==> src/rtl/trigq_pkg.sv <==
package trigq_pkg;

    localparam int NUM_PINS  = 2;
    localparam int NUM_SRC   = 4;
    localparam int CFG_W     = 20;

    // Bit positions of the configuration fields (decoded by the register side)
    localparam int LOW_LSB   = 0;
    localparam int HIGH_LSB  = 2;
    localparam int ANY_LSB   = 4;
    localparam int RISE_LSB  = 6;
    localparam int FALL_LSB  = 8;
    localparam int SRC_LSB   = 16;

    typedef enum logic [1:0] {
        SRC_PIN0 = 2'd0,
        SRC_PIN1 = 2'd1,
        SRC_ADC  = 2'd2,
        SRC_LA   = 2'd3
    } trig_src_e;

    typedef struct packed {
        logic low;
        logic high;
        logic any;
        logic rise;
        logic fall;
    } pin_mode_t;

    typedef struct packed {
        logic [NUM_SRC-1:0] src_en;
        pin_mode_t [NUM_PINS-1:0] pin_mode;
    } trig_cfg_t;

    function automatic trig_cfg_t decode_cfg(input logic [CFG_W-1:0] w);
        trig_cfg_t c;
        for (int p = 0; p < NUM_PINS; p++) begin
            c.pin_mode[p].low  = w[LOW_LSB  + p];
            c.pin_mode[p].high = w[HIGH_LSB + p];
            c.pin_mode[p].any  = w[ANY_LSB  + p];
            c.pin_mode[p].rise = w[RISE_LSB + p];
            c.pin_mode[p].fall = w[FALL_LSB + p];
        end
        c.src_en = w[SRC_LSB +: NUM_SRC];
        return c;
    endfunction

endpackage

==> src/rtl/trigq_sync.sv <==
module trigq_sync #(
    parameter int WIDTH  = 2,
    parameter int STAGES = 2
) (
    input  logic             clk,
    input  logic             rst,
    input  logic [WIDTH-1:0] async_in,
    output logic [WIDTH-1:0] sync_out
);
    logic [WIDTH-1:0] stage_q [STAGES];

    generate
        for (genvar s = 0; s < STAGES; s++) begin : g_stage
            if (s == 0) begin : g_first
                always_ff @(posedge clk) begin
                    if (rst) stage_q[0] <= '0;
                    else     stage_q[0] <= async_in;
                end
            end else begin : g_chain
                always_ff @(posedge clk) begin
                    if (rst) stage_q[s] <= '0;
                    else     stage_q[s] <= stage_q[s-1];
                end
            end
        end
    endgenerate

    assign sync_out = stage_q[STAGES-1];

    initial begin
        AST_MIN_STAGES: assert (STAGES >= 2) else $error("synchroniser needs two stages");
    end
endmodule

==> src/rtl/trigq_pin_cond.sv <==
module trigq_pin_cond
    import trigq_pkg::*;
(
    input  logic      clk,
    input  logic      rst,
    input  logic      ready,
    input  logic      pin_s,
    input  pin_mode_t mode,
    output logic      cond,
    output logic      ev_rise,
    output logic      ev_fall
);
    logic prev_q;
    logic ev_any;
    logic lvl_low;
    logic lvl_high;

    always_ff @(posedge clk) begin
        if (rst) prev_q <= 1'b0;
        else     prev_q <= pin_s;
    end

    always_comb begin
        ev_rise  = ready &  pin_s & ~prev_q;
        ev_fall  = ready & ~pin_s &  prev_q;
        ev_any   = ev_rise | ev_fall;
        lvl_low  = ready & ~pin_s;
        lvl_high = ready &  pin_s;
        cond     = (mode.low  & lvl_low)  |
                   (mode.high & lvl_high) |
                   (mode.any  & ev_any)   |
                   (mode.rise & ev_rise)  |
                   (mode.fall & ev_fall);
    end

    AST_FALL_IS_REAL: assert property (@(posedge clk) disable iff (rst)
        ev_fall |-> $fell(pin_s)) else $error("fall event without a fall");
endmodule

==> src/rtl/trig_event_qualifier.sv <==
module trig_event_qualifier
    import trigq_pkg::*;
#(
    parameter int SYNC_STAGES = 2
) (
    input  logic             clk,
    input  logic             rst,
    input  logic [CFG_W-1:0] cfg_word,
    input  logic [1:0]       ext_pins,
    input  logic             adc_trig,
    input  logic             la_trig,
    output logic             trig_pulse
);
    localparam int READY_CYC = SYNC_STAGES + 1;
    localparam int CNT_W     = $clog2(READY_CYC + 1);

    trig_cfg_t           cfg;
    logic [NUM_PINS-1:0] pin_s;
    logic [NUM_PINS-1:0] pin_cond;
    logic [NUM_PINS-1:0] pin_rise;
    logic [NUM_PINS-1:0] pin_fall;
    logic [NUM_SRC-1:0]  src_hit;
    logic [CNT_W-1:0]    ready_cnt;
    logic                ready;
    logic                active;
    logic                active_q;

    assign cfg = decode_cfg(cfg_word);

    trigq_sync #(.WIDTH(NUM_PINS), .STAGES(SYNC_STAGES)) u_sync (
        .clk      (clk),
        .rst      (rst),
        .async_in (ext_pins),
        .sync_out (pin_s)
    );

    // Blank conditions until synchroniser and history hold real samples
    always_ff @(posedge clk) begin
        if (rst)                            ready_cnt <= '0;
        else if (ready_cnt != CNT_W'(READY_CYC)) ready_cnt <= ready_cnt + 1'b1;
    end
    assign ready = (ready_cnt == CNT_W'(READY_CYC));

    generate
        for (genvar p = 0; p < NUM_PINS; p++) begin : g_pin
            trigq_pin_cond u_cond (
                .clk     (clk),
                .rst     (rst),
                .ready   (ready),
                .pin_s   (pin_s[p]),
                .mode    (cfg.pin_mode[p]),
                .cond    (pin_cond[p]),
                .ev_rise (pin_rise[p]),
                .ev_fall (pin_fall[p])
            );

            AST_RISE_IS_REAL: assert property (@(posedge clk) disable iff (rst)
                pin_rise[p] |-> $rose(pin_s[p])) else $error("rise event without a rise");
        end
    endgenerate

    always_comb begin
        src_hit[SRC_PIN0] = cfg.src_en[SRC_PIN0] & pin_cond[0];
        src_hit[SRC_PIN1] = cfg.src_en[SRC_PIN1] & pin_cond[1];
        src_hit[SRC_ADC]  = cfg.src_en[SRC_ADC]  & adc_trig & ready;
        src_hit[SRC_LA]   = cfg.src_en[SRC_LA]   & la_trig  & ready;
        active            = |src_hit;
    end

    always_ff @(posedge clk) begin
        if (rst) begin
            active_q   <= 1'b0;
            trig_pulse <= 1'b0;
        end else begin
            active_q   <= active;
            trig_pulse <= active & ~active_q;
        end
    end

    AST_SINGLE_PULSE: assert property (@(posedge clk) disable iff (rst)
        trig_pulse |=> !trig_pulse) else $error("event longer than one cycle");
    AST_NO_SOURCE_QUIET: assert property (@(posedge clk) disable iff (rst)
        ($past(cfg_word[SRC_LSB +: NUM_SRC]) == '0) |-> !trig_pulse) else $error("event with sources off");
    AST_BLANK_QUIET: assert property (@(posedge clk) disable iff (rst)
        !ready |-> !trig_pulse) else $error("event during start-up blanking");
    AST_RESET_LOW: assert property (@(posedge clk)
        $past(rst) |-> !trig_pulse) else $error("event out of reset");
endmodule

==> config.mk <==
export PLATFORM = sky130hd
export DESIGN_NAME = trig_event_qualifier
export DESIGN_NICKNAME = d
export VERILOG_FILES = /design/src/rtl/trigq_pkg.sv /design/src/rtl/trigq_sync.sv /design/src/rtl/trigq_pin_cond.sv /design/src/rtl/trig_event_qualifier.sv
export SDC_FILE = /design/constraint.sdc
export NUM_CORES = 1
export LEC_CHECK = 0
export ABC_CLOCK_PERIOD_IN_PS = 1000
export BUFFER_PORTS_ARGS = -buffer_cell sky130_fd_sc_hd__buf_4
export CAP_MARGIN = 25
export CORE_AREA = 2 2 39 41
export CTS_BUF_LIST = sky130_fd_sc_hd__clkbuf_8
export CTS_CLUSTER_DIAMETER = 200
export DETAILED_ROUTE_END_ITERATION = 8
export DIE_AREA = 0 0 41 43
export REMOVE_ABC_BUFFERS = 1
export SKIP_LAST_GASP = 1
export SLEW_MARGIN = 30
export SYNTH_ARGS = -nofsm -noshare
export SYNTH_HDL_FRONTEND = slang
export SYNTH_SLANG_ARGS = --single-unit
==> constraint.sdc <==
create_clock -name clk -period 1 [get_ports clk]
set_input_delay 0.1 -clock clk [delete_from_list [all_inputs] [get_ports clk]]
set_output_delay 0.1 -clock clk [all_outputs]
set_load 0.05 [all_outputs]
==> results.yml <==
power_and_ir_drop:
  power_leakage_nw: 0.268
  ir_drop_v: 0.000730
  power.density_nw_per_um2: 1660
placed_design:
  placed_cell_area_um2: 554
  io_buffers: 20
  place_ws_ns: -0.124
  gp_congestion: 0.615
detailed_routing:
  postRouteAntennaNets: 0
  drt_wl_total_um: 717
  drtIter0Drc: 0
  avgViaCountPerCell: 4.35
  wl_per_cell_um: 9.69
  first_pass_iters: 1
  vias: 322
  drc: 0
clocking:
  postCtsSetupRepairBufs: 0
  clock_sinks: 10
  cts_tree: "built"
  htreeDepth: 1
  numCtsBuffers: 3
  clk-insertion-delay-late_ns: 0.22
  path_clk_slew_ns: 0.04
  cts.path.max_buffers: 2
  root_buffer: "clkbuf_8"
grt:
  antenna_found_initial: 0
  grt_pass1_vias: 269
  overflow: 0
  track_usage_pct: 9.00
  grt_max_degree: 11
  grt_pass1_wl_mm: 1.00
hold_path:
  min_path_type: "primary input to flip-flop"
  min-delay-start: "ext_pins[1]"
synth:
  yosysWarnings: 0
  yosysSeqAreaShare_pct: 51.6
  yosysTopAreaCellShare_pct: 51.6
  synth_top_cell_by_area: "dfxtp_1"
  ys_seq_elements: 10
  synthCells: 36
  syn-cell-area_um2: 388
  synth_area_leaders: "dfxtp_1 (52%), nor2b_1 (9.7%), a32oi_1 (4.5%)"
  ys_types: 16
  avgSynthCellArea_um2: 10.8
sta:
  fmax_mhz: 937
  setup_slack_ns: -0.0669
  tightest_slew_ns: 0.231
  rsz0062_at_grt: "yes"
  slew_headroom_pct: 84.6
  min_period_ns: 1.07
  fin_hold_ws_ns: 0.0838
  finalMaxSlewViolations: 0
  min_period_over_period_pct: 107
  setup_viol_count_final: 2
  tns_ns: -0.116
  hold_violations: 0
  skew_ns: 0.000319
floorplanning:
  die_area_um2: 1760
  initial_core_util_pct: 28.0
  die_w_um: 41
  fp-row-count: 14
  die_height_um: 43
  coreArea_um2: 1380
  ioPinCount: 27
worst_setup_path:
  worstSetupPathType: "flip-flop to flip-flop"
  cp.required_ns: 1.14
  critical_path.startpoint_type: "flip-flop"
  crit_fanout: 2
  end_kind: "flip-flop"
  startpoint: "g_pin[0].u_cond.prev_q"
  cp.arrival_ns: 1.21
  r2r-start: "g_pin[0].u_cond.prev_q"
final_layout:
  nNetsFinal: 87
  n_antenna_cell: 0
  final_common_cell: "buf_4"
  mostFrequentLayoutCells: "buf_4 (20), dfxtp_1 (10), nor2b_1 (6), nor2_1 (3), clkbuf_8 (3)"
  design_area_um2: 593
  final_core_util_pct: 42.9
  fillers: 142
  synthToLayoutAreaGrowth_pct: 52.9
  drive_above_1_share_pct: 43.1
run_status:
  status: "finished with violations"
  violations: "negative setup slack"
flow_run:
  maxCapViolations: 0
-- state kept, by name, indices dropped and copies added (netlist names) --
| name | flops |
|---|---|
| g_pin.u_cond.prev_q | 2 |
| active_q | 1 |
| ready_cnt | 2 |
| trig_pulse | 1 |
| u_sync.stage_q | 4 |
-- layer usage --
metal / vias to the layer above / routed length [um] / GRT usage, %
met2: 19 / 281 / 11.9
met3: 2 / 131 / 3.66
met5: - / 0 / 0
met1: 128 / 296 / 9.54
li1: 173 / - / -
met4: 0 / 8 / 10.0
-- cell usage after synthesis --
master / number
a211oi_1: 1
a22o_1: 1
a32oi_1: 2
buf_6: 1
dfxtp_1: 10
ha_1: 1
inv_1: 2
mux2i_1: 1
nor2_1: 3
nor2b_1: 6
nor3b_1: 1
nor4b_2: 1
o211ai_1: 1
o21ai_0: 2
o21bai_1: 2
xor2_1: 1
-- power by group --
group,internal [W],switching [W]
Combinational,0.0000928,0.0000570
Sequential,0.000433,0.0000151
Clock,0.000261,0.000127
Total,0.000786,0.000199
-- critical path, stage by stage, from the launching register on --
cell and delay (ns):
dfxtp_1 0.29, o21bai_1 0.14, a32oi_1 0.23, a211oi_2 0.12
nor4b_2 0.20
-- cell families after synthesis --
kind of cell,after synthesis,share of synthesized area (%)
and+or+nand+nor,11,18.4
DFF,10,51.6
AOI/OAI and AO/OA,9,17.1
buffers and inverters,3,4.84
xor gates and xnor gates,1,2.26
muxes,1,2.58
adders and majority gates,1,3.23
-- worst paths after layout --
check / depth (start not counted) / slack [ns] / endpoint
worst max-delay path: 4 / -0.07 / trig_pulse
worst min-delay path: 2 / 0.08 / u_sync.stage_q[0][1]
worst min register to register: 1 / 0.41 / trig_pulse
worst max register to register: 4 / -0.07 / trig_pulse
-- per-stage QoR --
step / power, W / cells
floorplan: 0.000527 / 35
global placement: 0.000605 / 72
detailed placement: 0.000610 / 72
CTS: 0.00100 / 74
global route: 0.00105 / 74
finish: 0.000985 / 74
-- cell type report --
cell class | count | area [um^2] | share of cell area [%]
Clock buffer | 3 | 41.3 | 6.96
Inverter | 2 | 7.51 | 1.27
Multi-Input combinational cell | 23 | 174 | 29.3
Sequential cell | 10 | 200 | 33.8
Tap cell | 16 | 20.0 | 3.38
Timing Repair Buffer | 20 | 150 | 25.3
-- repair_timing --
| action | in CTS | in global routing |
|---|---|---|
| gates resized for setup | 1 | 0 |
| hold buffers | 0 | 0 |
| pin swaps | 2 | 2 |
| cloned | 0 | 0 |
| setup endpoints to repair | 2 | 2 |
Power figures use the tool's default switching activity.
